--- src/rtl/exc_trk_pkg.sv ---
package exc_trk_pkg;
  typedef enum logic [2:0] {
    C_NONE  = 3'd0,
    C_BADOP = 3'd1,
    C_ITLB  = 3'd2,
    C_OVF   = 3'd3,
    C_DTLB  = 3'd4,
    C_IRQ   = 3'd5
  } cause_e;
endpackage

--- src/rtl/exc_trk_fetch.sv ---
module exc_trk_fetch
  import exc_trk_pkg::*;
(
  input  logic   irq_req,
  input  logic   fetch_itlb,
  input  logic   fetch_bad,
  input  logic   fetch_store,
  output cause_e cause,
  output logic   store
);
  // interrupt outranks instruction translation, which outranks bad opcode
  always_comb begin
    if (irq_req)         cause = C_IRQ;
    else if (fetch_itlb) cause = C_ITLB;
    else if (fetch_bad)  cause = C_BADOP;
    else                 cause = C_NONE;
  end

  // an injected interrupt slot is a no-op, never a store
  assign store = fetch_store & ~irq_req;
endmodule

--- src/rtl/exc_trk_stage.sv ---
module exc_trk_stage
  import exc_trk_pkg::*;
#(
  parameter int XLEN = 32
) (
  input  logic            clk,
  input  logic            rst_n,
  input  logic            flush,
  input  logic            in_valid,
  input  logic            in_store,
  input  logic [XLEN-1:0] in_pc,
  input  cause_e          in_cause,
  input  cause_e          raise,
  output logic            q_valid,
  output logic            q_store,
  output logic [XLEN-1:0] q_pc,
  output cause_e          q_cause
);
  logic   n_valid;
  logic   load_en;
  cause_e n_cause;

  always_comb begin
    n_valid = in_valid & ~flush;
    load_en = n_valid;
    // first recorded cause sticks; a stage fault only lands on a clean instruction
    if (in_cause != C_NONE) n_cause = in_cause;
    else                    n_cause = raise;
  end

  always_ff @(posedge clk or negedge rst_n) begin
    if (!rst_n) begin
      q_valid <= 1'b0;
      q_store <= 1'b0;
      q_pc    <= '0;
      q_cause <= C_NONE;
    end else begin
      q_valid <= n_valid;
      if (load_en) begin
        q_store <= in_store;
        q_pc    <= in_pc;
        q_cause <= n_cause;
      end
    end
  end

  p_sticky_cause_r4: assert property (@(posedge clk) disable iff (!rst_n)
    (in_valid && !flush && in_cause != C_NONE) |=> (q_cause == $past(in_cause)));

  p_raise_lands_r4: assert property (@(posedge clk) disable iff (!rst_n)
    (in_valid && !flush && in_cause == C_NONE && raise != C_NONE) |=> (q_cause == $past(raise)));

  p_flush_kills_r8: assert property (@(posedge clk) disable iff (!rst_n)
    flush |=> !q_valid);
endmodule

--- src/rtl/exc_trk_pc.sv ---
module exc_trk_pc
  import exc_trk_pkg::*;
#(
  parameter int              XLEN     = 32,
  parameter logic [XLEN-1:0] RESET_PC = '0,
  parameter logic [XLEN-1:0] VECTOR   = '0
) (
  input  logic            clk,
  input  logic            rst_n,
  input  logic            trap,
  input  logic [XLEN-1:0] wb_pc,
  input  cause_e          wb_cause,
  output logic [XLEN-1:0] pc,
  output logic [XLEN-1:0] epc,
  output cause_e          epc_cause
);
  localparam logic [XLEN-1:0] STEP = XLEN'(4);

  logic [XLEN-1:0] pc_n;
  logic            epc_en;

  always_comb begin
    pc_n   = trap ? VECTOR : (pc + STEP);
    epc_en = trap;
  end

  always_ff @(posedge clk or negedge rst_n) begin
    if (!rst_n) begin
      pc        <= RESET_PC;
      epc       <= '0;
      epc_cause <= C_NONE;
    end else begin
      pc <= pc_n;
      if (epc_en) begin
        epc       <= wb_pc;
        epc_cause <= wb_cause;
      end
    end
  end

  p_vector_r7: assert property (@(posedge clk) disable iff (!rst_n)
    trap |=> (pc == VECTOR));

  p_sequential_r2: assert property (@(posedge clk) disable iff (!rst_n)
    !trap |=> (pc == $past(pc) + STEP));

  p_save_r6: assert property (@(posedge clk) disable iff (!rst_n)
    trap |=> (epc == $past(wb_pc) && epc_cause == $past(wb_cause)));

  p_hold_r10: assert property (@(posedge clk) disable iff (!rst_n)
    !trap |=> ($stable(epc) && $stable(epc_cause)));
endmodule

--- src/rtl/exc_tracker.sv ---
module exc_tracker
  import exc_trk_pkg::*;
#(
  parameter int              XLEN     = 32,
  parameter logic [XLEN-1:0] RESET_PC = XLEN'(32'h0000_1000),
  parameter logic [XLEN-1:0] VECTOR   = XLEN'(32'h0000_0080)
) (
  input  logic            clk,
  input  logic            rst_n,
  input  logic            fetch_store,
  input  logic            fetch_bad,
  input  logic            fetch_itlb,
  input  logic            irq_req,
  input  logic            ex_overflow,
  input  logic            mem_dtlb,
  output logic [XLEN-1:0] fetch_pc,
  output logic            wb_valid,
  output logic [XLEN-1:0] wb_pc,
  output logic            trap,
  output logic            rf_we,
  output logic            mem_we,
  output logic [XLEN-1:0] epc,
  output logic [2:0]      epc_cause
);
  // pipeline registers after fetch: decode, execute, memory, writeback
  localparam int NREG = 4;
  localparam int S_E  = 2;
  localparam int S_M  = 3;
  localparam int S_W  = 4;

  logic [NREG:0]   st_v;
  logic [NREG:0]   st_s;
  logic [XLEN-1:0] st_pc [NREG+1];
  cause_e          st_c  [NREG+1];
  cause_e          raise [NREG];
  cause_e          f_cause;
  cause_e          saved_cause;
  logic            f_store;
  logic            wb_fault;

  exc_trk_fetch u_fetch (
    .irq_req     (irq_req),
    .fetch_itlb  (fetch_itlb),
    .fetch_bad   (fetch_bad),
    .fetch_store (fetch_store),
    .cause       (f_cause),
    .store       (f_store)
  );

  // slot 0 is the instruction being fetched this cycle
  assign st_v[0]  = 1'b1;
  assign st_s[0]  = f_store;
  assign st_pc[0] = fetch_pc;
  assign st_c[0]  = C_NONE;

  // fault raised by the stage an instruction is leaving
  assign raise[0]     = f_cause;
  assign raise[1]     = C_NONE;
  assign raise[S_E-0] = ex_overflow ? C_OVF  : C_NONE;
  assign raise[S_M-0] = mem_dtlb    ? C_DTLB : C_NONE;

  for (genvar k = 1; k <= NREG; k++) begin : g_stage
    exc_trk_stage #(.XLEN(XLEN)) u_st (
      .clk      (clk),
      .rst_n    (rst_n),
      .flush    (trap),
      .in_valid (st_v[k-1]),
      .in_store (st_s[k-1]),
      .in_pc    (st_pc[k-1]),
      .in_cause (st_c[k-1]),
      .raise    (raise[k-1]),
      .q_valid  (st_v[k]),
      .q_store  (st_s[k]),
      .q_pc     (st_pc[k]),
      .q_cause  (st_c[k])
    );
  end

  exc_trk_pc #(.XLEN(XLEN), .RESET_PC(RESET_PC), .VECTOR(VECTOR)) u_pc (
    .clk       (clk),
    .rst_n     (rst_n),
    .trap      (trap),
    .wb_pc     (st_pc[S_W]),
    .wb_cause  (st_c[S_W]),
    .pc        (fetch_pc),
    .epc       (epc),
    .epc_cause (saved_cause)
  );

  always_comb begin
    wb_fault  = st_c[S_W] != C_NONE;
    trap      = st_v[S_W] & wb_fault;
    wb_valid  = st_v[S_W];
    wb_pc     = st_pc[S_W];
    rf_we     = st_v[S_W] & ~wb_fault & ~st_s[S_W];
    mem_we    = st_v[S_M] & st_s[S_M] & (st_c[S_M] == C_NONE) & ~mem_dtlb & ~trap;
    epc_cause = saved_cause;
  end

  p_flush_all_r8: assert property (@(posedge clk) disable iff (!rst_n)
    trap |=> (st_v[NREG:1] == '0));

  p_cause_nonzero_r6: assert property (@(posedge clk) disable iff (!rst_n)
    trap |=> (epc_cause != 3'd0));

  p_store_fault_r9: assert property (@(posedge clk) disable iff (!rst_n)
    (st_v[S_M] && mem_dtlb) |-> !mem_we);
endmodule

--- config.mk ---
export PLATFORM = sky130hd
export DESIGN_NAME = exc_tracker
export DESIGN_NICKNAME = d
export VERILOG_FILES = /design/src/rtl/exc_trk_pkg.sv /design/src/rtl/exc_trk_fetch.sv /design/src/rtl/exc_trk_stage.sv /design/src/rtl/exc_trk_pc.sv /design/src/rtl/exc_tracker.sv
export SDC_FILE = /design/constraint.sdc
export NUM_CORES = 1
export LEC_CHECK = 0
export BUFFER_PORTS_ARGS = -buffer_cell sky130_fd_sc_hd__buf_2
export CAP_MARGIN = 5
export CORE_AREA = 4 4 120 122
export CTS_CLUSTER_SIZE = 10
export DETAILED_ROUTE_END_ITERATION = 6
export DIE_AREA = 0 0 124 126
export GPL_ROUTABILITY_DRIVEN = 0
export PLACE_DENSITY = 0.91
export SLEW_MARGIN = 20
export SYNTH_ARGS = -nofsm -noshare
export SYNTH_HDL_FRONTEND = slang
export SYNTH_SLANG_ARGS = --single-unit
--- constraint.sdc ---
create_clock -name clk -period 4.34 [get_ports clk]
set_input_delay 0.651 -clock clk [delete_from_list [all_inputs] [get_ports clk]]
set_output_delay 0.651 -clock clk [all_outputs]
set_load 0.1 [all_outputs]
==> results of run 1 <==
==> power breakdown <==
| group | internal [W] | switching, W | leakage (nW) |
|---|---|---|---|
| Clock | 0.00104 | 0.000714 | 0.323 |
| Sequential | 0.00212 | 0.000185 | 2.74 |
| Combinational | 0.000460 | 0.00140 | 1.99 |
==> cell usage after synthesis, drive strengths merged, types with 7 or more instances <==
library cell,instances
inv,9
o21ai,10
dfrtp,202
a21oi,8
and4,7
buf,26
nand3,7
nand2,213
nor2,16
nor3,8
clkbuf,9
mux2,99
mux2i,11
nand2b,11
xor2,8
==> metrics by stage <==
stage          util, %  total power [W]  hold WS, ns  instance area (µm²)  cells
2_1_floorplan        -          0.00383        0.355                 8070    683
3_3_place_gp      65.6          0.00408        0.442                 8660    931
3_5_place_dp      65.6          0.00414        0.452                 8660    931
4_1_cts           70.7          0.00593        0.353                 9320    966
5_1_grt           70.9          0.00614       0.0506                 9350    967
6_report          70.9          0.00592       0.0394                 9350    967
==> layer usage <==
| metal | GRT usage [%] | vias up | wire length, µm |
|---|---|---|---|
| met5 | 0 | - | 0 |
| met4 | 7.67 | 0 | 573 |
| met3 | 3.72 | 52 | 1160 |
| met2 | 36.9 | 240 | 8870 |
| met1 | 32.9 | 2752 | 7590 |
| li1 | - | 2443 | - |
==> worst paths after layout <==
kind                                            start                    endpoint  slack [ns]  depth (start not counted)
setup / recovery           g_stage[4].u_st.q_cause[2]                      mem_we        0.67                          6
hold / removal                                  rst_n                u_pc.epc[28]        0.04                          1
setup reg to reg           g_stage[4].u_st.q_cause[2]     g_stage[2].u_st.q_pc[8]        2.03                          4
hold reg to reg                          u_pc.epc[24]                u_pc.epc[24]        0.46                          2
max in group asynchronous                       rst_n  g_stage[3].u_st.q_cause[1]        3.08                          3
min in group clk                              irq_req  g_stage[1].u_st.q_cause[1]        0.38                          2
==> registers in the layout, summed over array words and instances (netlist names) <==
| name | count |
|---|---|
| u_pc.epc | 30 |
| u_pc.pc | 30 |
| g_stage.u_st.q_valid | 4 |
| g_stage.u_st.q_store | 4 |
| u_pc.epc_cause | 3 |
| g_stage.u_st.q_cause | 12 |
| g_stage.u_st.q_pc | 120 |
==> critical path, delay by kind of cell, from the launching register on <==
| kind | cells | cell delay, ns |
|---|---|---|
| buffers and inverters | 3 | 1.09 |
| AND/OR/NAND/NOR | 2 | 0.60 |
| flip-flops | 1 | 0.42 |
| AO/OA/AOI/OAI | 1 | 0.40 |
==> cell type report <==
type | instances | area (µm²) | share of cell area (%)
Inverter | 9 | 38.8 | 0.415
Clock buffer | 34 | 659 | 7.05
Timing Repair Buffer | 108 | 592 | 6.33
Multi-Input combinational cell | 436 | 2750 | 29.4
Tap cell | 176 | 220 | 2.35
Clock inverter | 1 | 8.76 | 0.0937
Sequential cell | 203 | 5080 | 54.3
==> kinds of logic (layout without fill, tap and decap cells) <==
kind of cell | Yosys count | after routing
simple gates | 286 | 286
flops | 203 | 203
mux | 110 | 110
buf+inv | 44 | 152
compound gates | 22 | 22
xor+xnor | 11 | 11
fa+ha+maj | 1 | 1
other cells | 1 | 6
==> metrics.csv, run 1 <==
stage,metric,value,unit
clock_network,worst skew pair latency,0.50,ns
cells_and_area,area grow syn2layout,16.3,%
yosys,top_reg_cell synth,dfrtp_1,
clock_network,cts hold-fix bufs,0,
global_routing,number of global-route vias before repair,5561,
route,WL final,18200,µm
cells_and_area,"most common cell after layout, fill and taps aside",nand2_1,
sta,Sum Neg Setup Slack,0,ns
die,IO Count,111,
place,port bufs,104,
sta,unrepaired setup endpoints after global routing,no,
yosys,post-synthesis area per instance,11.9,µm²
sta,setup ws final,0.669,ns
critical_path,Crit-path slowest cell,inv_6,
clock_network,setup repair bufs after CTS,0,
sta,Max-slew headroom,39.2,%
sta,minimum clock period,3.67,ns
yosys,mux contribution to synthesized area,15.2,%
die,core region area,13200,µm²
die,die height,126,µm
yosys,sequential share of the synthesized area,63.2,%
critical_path,crit end category,primary output,
die,Die Wd,124,µm
route,first drt pass iteration count,5,
clock_network,clock sink count,203,
critical_path,crit path max fanout,80,
route,number of routed nets with antenna violations,0,
route,wire per inst,18.8,µm
yosys,Post-synth ARST share,100,%
clock_network,Num CTS Buffers,24,
cells_and_area,Ant. Diodes,0,
yosys,mapped cell area,8040,µm²
critical_path,Crit path arrival time,3.02,ns
flow_run,maxcap violations,0,
min_path,worst hold path type,primary input to async pin,
yosys,Synth top area share,62.9,%
sta,Peak Freq,272,MHz
sta,max-slew violations,0,
run_status,status,"complete, no violations",
critical_path,crit path cell chain,o31a_2 -> inv_6 -> nand2_4 -> inv_1 -> and3_1 -> buf_2,
clock_network,clk slew on worst S/H paths,0.05,ns
sta,Final Cycle Share,84.6,%
route,1st-iter DRT viols,534,
yosys,Post-Synth Simple-Gate Area,15.7,%
die,DIE AREA,15600,µm²
yosys,Area contributors post-synth,"dfrtp_1 (63%), mux2_2 (14%), nand2_1 (9.8%), mux2i_1 (1.4%), buf_2 (1.1%)",
global_routing,initial antenna violation count,0,
critical_path,crit-path max cell delay,0.48,ns
yosys,largest family of logic cells by synthesized area,simple AND/OR/NAND/NOR gates,
route,Residual DRC,0,
clock_network,Root Driver,clkbuf_16,
clock_network,PostCTS Resize Cnt,0,
yosys,post-synthesis compound-gate area fraction,1.51,%
clock_network,H-tree depth,1,
yosys,synthesized flop and latch total,203,
yosys,Mapped Cells,678,
yosys,XOR/XNOR share of the synthesized area,1.20,%
yosys,Adder-Cell Fraction of Synth Area,0.156,%
sta,Fin. Hold Viols,0,
critical_path,Setup crit start kind,register,
yosys,cell taking the most area after synthesis,dfrtp_1,
power_and_ir_drop,Power Dens Cells,633,nW/µm²
yosys,YS warnings,0,
cells_and_area,NumNets Final,791,
sta,worst slew pin tran,0.912,ns
route,vias,5487,
clock_network,clock buffer depth,3,
power_and_ir_drop,Worst VDD drop,0.485,mV
global_routing,Global Route Usage Sum,23.2,%
global_routing,global-route wire length before repair,29100,µm
global_routing,GRT overflow,0,
power_and_ir_drop,Static Leak,5.05,nW
cells_and_area,fill cell count,826,
place,Final HPWL DP,10600,µm
clock_network,CTS tree,done,
route,DR vias/cell,5.67,
cells_and_area,most frequent cells in the layout,"nand2_1 (210), dfrtp_1 (202), buf_2 (103), mux2_2 (97), clkbuf_16 (25)",
sta,Setup Skew,0.0131,ns
die,Initial Utilization,61.0,%
critical_path,critical path required time,3.69,ns
die,Rows,42,
critical_path,kind of critical path,register to primary output,
yosys,number of synthesized flops with an enable pin,0,
yosys,Synth cell types,41,
place,setup slack at placement,1.25,ns
cells_and_area,share of cells above drive strength 1,31.0,%
sta,"Setup violations, final",0,
global_routing,largest net degree at the start of global routing,131,
No activity file was read; power rests on OpenSTA's default activity.
==> run 2: changes to the inputs <==
- ABC_AREA: unset -> 1
- CORE_AREA: 4 4 120 122 -> 4 4 126 128
- DIE_AREA: 0 0 124 126 -> 0 0 130 132
- PLACE_DENSITY: 0.91 -> 0.86
- clock period: 4.34 -> 3.4 ns (I/O delays scaled with it)
==> run 2 against run 1 <==
Against the previous run:
- cell count rose by 25%
- critical path depth fell by 1
- synthesized cell count rose by 36%
- wire length rose by 2.3%
- non-clock buffer count rose by 5
- setup slack improved by 0.0087 ns
- die area rose by 9.8%
- largest cell class unchanged
- global-route usage fell by 1.1 points
- first-iteration DRC count rose by 5.1%
- combinational power rose by 27%
- via count rose by 15%
- worst hold slack got worse by 0.0036 ns
==> metrics.csv, run 2 <==
stage,metric,value,unit
clock_network,cts hold-fix bufs,0,
die,die height,132,µm
cells_and_area,largest registers,"g_stage.u_st.q_pc: 120 flops, u_pc.epc: 30 flops, u_pc.pc: 30 flops",
global_routing,initial antenna violation count,0,
die,core region area,14900,µm²
global_routing,largest net degree at the start of global routing,93,
yosys,Synth top cells by count,"nand2_1 (313), dfrtp_1 (202), o21ai_0 (124)",
route,vias,6319,
cells_and_area,fill cell count,1146,
die,Die Wd,130,µm
sta,Hold WS,0.0358,ns
sta,Setup Skew,0.0163,ns
power_and_ir_drop,Gate power share,31.8,%
yosys,Synth cell types,30,
power_and_ir_drop,Net Sw Power,0.00308,W
global_routing,global-route wire length before repair,31000,µm
cells_and_area,max reg flops,120,
route,number of routed nets with antenna violations,0,
route,first drt pass iteration count,5,
critical_path,critical path required time,2.89,ns
route,1st-iter DRT viols,561,
power_and_ir_drop,clock power share,29.3,%
cells_and_area,most frequent cells in the layout,"nand2_1 (312), dfrtp_1 (202), o21ai_0 (124), inv_1 (107), buf_2 (102)",
yosys,sequential share of the synthesized area,61.7,%
die,IO Count,111,
route,Residual DRC,0,
clock_network,PostCTS Resize Cnt,0,
yosys,synthesized flop and latch total,203,
clock_network,clock buffer depth,3,
place,port bufs,104,
sta,Max-slew headroom,30.7,%
yosys,Mapped Cells,922,
clock_network,H-tree depth,1,
global_routing,GRT overflow,0,
power_and_ir_drop,Static Leak,4.86,nW
cells_and_area,Ant. Diodes,0,
cells_and_area,"most common cell after layout, fill and taps aside",nand2_1,
sta,minimum clock period,2.72,ns
clock_network,Root Driver,clkbuf_16,
critical_path,crit path max fanout,34,
yosys,top_reg_cell synth,dfrtp_1,
run_status,status,"complete, no violations",
yosys,Post-synth ARST share,100,%
yosys,mapped cell area,8240,µm²
power_and_ir_drop,Worst VDD drop,0.612,mV
yosys,Area contributors post-synth,"dfrtp_1 (61%), nand2_1 (14%), o21ai_0 (7.5%), inv_1 (4.9%), nor2_1 (2.8%)",
cells_and_area,final instance area,9480,µm²
critical_path,Setup crit start kind,register,
min_path,worst hold path type,primary input to async pin,
power_and_ir_drop,internal power,0.00437,W
sta,"Setup violations, final",0,
clock_network,setup repair bufs after CTS,0,
cells_and_area,NumNets Final,1031,
critical_path,crit end category,primary output,
sta,Fin. Hold Viols,0,
yosys,most frequent cell after synthesis,nand2_1,
clock_network,clock sink count,203,
global_routing,Global Route Usage Sum,22.1,%
die,Rows,45,
route,WL final,18600,µm
place,Final HPWL DP,11500,µm
cells_and_area,sequential cell area,5080,µm²
flow_run,maxcap violations,0,
power_and_ir_drop,sw frac,41.4,%
sta,max-slew violations,0,
sta,worst slew pin tran,1.04,ns
clock_network,clk slew on worst S/H paths,0.06,ns
clock_network,Num CTS Buffers,24,
route,wire per inst,15.4,µm
yosys,cell taking the most area after synthesis,dfrtp_1,
clock_network,worst skew pair latency,0.50,ns
place,Area after DPL,8840,µm²
clock_network,CTS tree,done,
die,DIE AREA,17200,µm²
global_routing,number of global-route vias before repair,6221,
yosys,YS warnings,0,
power_and_ir_drop,Power Dens Cells,787,nW/µm²
critical_path,kind of critical path,register to primary output,
yosys,Synth top area share,61.4,%
sta,Peak Freq,367,MHz
critical_path,FF-to-FF path depth,7,
power_and_ir_drop,Seq pwr share,39.0,%
die,Initial Utilization,55.4,%
cells_and_area,share of cells above drive strength 1,16.3,%
yosys,post-synthesis area per instance,8.94,µm²
cells_and_area,Largest Register,g_stage.u_st.q_pc,
sta,unrepaired setup endpoints after global routing,no,
sta,Sum Neg Setup Slack,0,ns
sta,Final Cycle Share,80.1,%
critical_path,Crit path arrival time,2.21,ns
cells_and_area,area grow syn2layout,15.1,%
route,DR vias/cell,5.22,
yosys,number of synthesized flops with an enable pin,0,
cells_and_area,area of the multi-input gates,2500,µm²
==> run 2: cells by family (layout without fill, tap and decap cells) <==
| logic type | after synthesis | after routing | share of synthesized area (%) |
|---|---|---|---|
| and+or+nand+nor | 401 | 401 | 19.7 |
| DFF | 203 | 203 | 61.7 |
| AOI/OAI and AO/OA | 158 | 158 | 9.67 |
| buffers and inverters | 154 | 250 | 8.29 |
| xor gates and xnor gates | 4 | 4 | 0.425 |
| adders and majority gates | 1 | 1 | 0.152 |
| other | 1 | 6 | 0.0455 |
==> run 2: metrics by stage <==
stage,setup WS (ns),total power (W),std cells,utilization (%)
after detailed placement,1.05,0.00523,1184,59.5
after CTS,0.689,0.00747,1211,63.8
after global placement,1.19,0.00517,1184,59.5
after floorplan,0.241,0.00495,927,-
final,0.678,0.00746,1211,63.8
after global routing,0.611,0.00778,1211,63.8
==> run 2: routing by layer <==
layer	up-vias	part of all wire (%)	GRT usage, %
li1	3019	-	-
met1	3016	42	29.7
met2	240	50	37.0
met3	44	6.2	3.53
met4	0	2.5	6.76
met5	-	0	0
==> run 2: critical path, stage by stage, from the launching register on <==
cell,delay (ns)
dfrtp_1,0.39
inv_1,0.09
nand3_2,0.12
nand2_4,0.24
inv_2,0.35
buf_2,0.50
==> run 2: power by group through the flow <==
stage                     clock network [W]  logic [W]  registers, W
final                               0.00218    0.00237       0.00290
after global routing                0.00230    0.00255       0.00293
after floorplan                           0    0.00133       0.00361
after detailed placement                  0    0.00231       0.00293
after CTS                           0.00220    0.00236       0.00290
after global placement                    0    0.00226       0.00292
==> run 2: final timing paths <==
| path | from | to | slack (ns) |
|---|---|---|---|
| max | g_stage[4].u_st.q_cause[0] | trap | 0.68 |
| min | rst_n | u_pc.epc[28] | 0.04 |
| max reg2reg | g_stage[4].u_st.q_cause[0] | g_stage[2].u_st.q_pc[12] | 0.91 |
| min reg2reg | u_pc.epc[8] | u_pc.epc[8] | 0.47 |
| max in group asynchronous | rst_n | u_pc.epc[2] | 2.45 |
| min in group clk | fetch_bad | g_stage[1].u_st.q_cause[0] | 0.26 |
==> run 2: final cells by class <==
| class | count | area share [%] |
|---|---|---|
| clock buffers | 26 | 6.64 |
| clock inverters | 1 | 0.0924 |
| inverters | 110 | 4.36 |
| multi-input cells | 570 | 26.4 |
| flip-flops and latches | 203 | 53.6 |
| well taps | 188 | 2.48 |
| repair buffers | 113 | 6.45 |
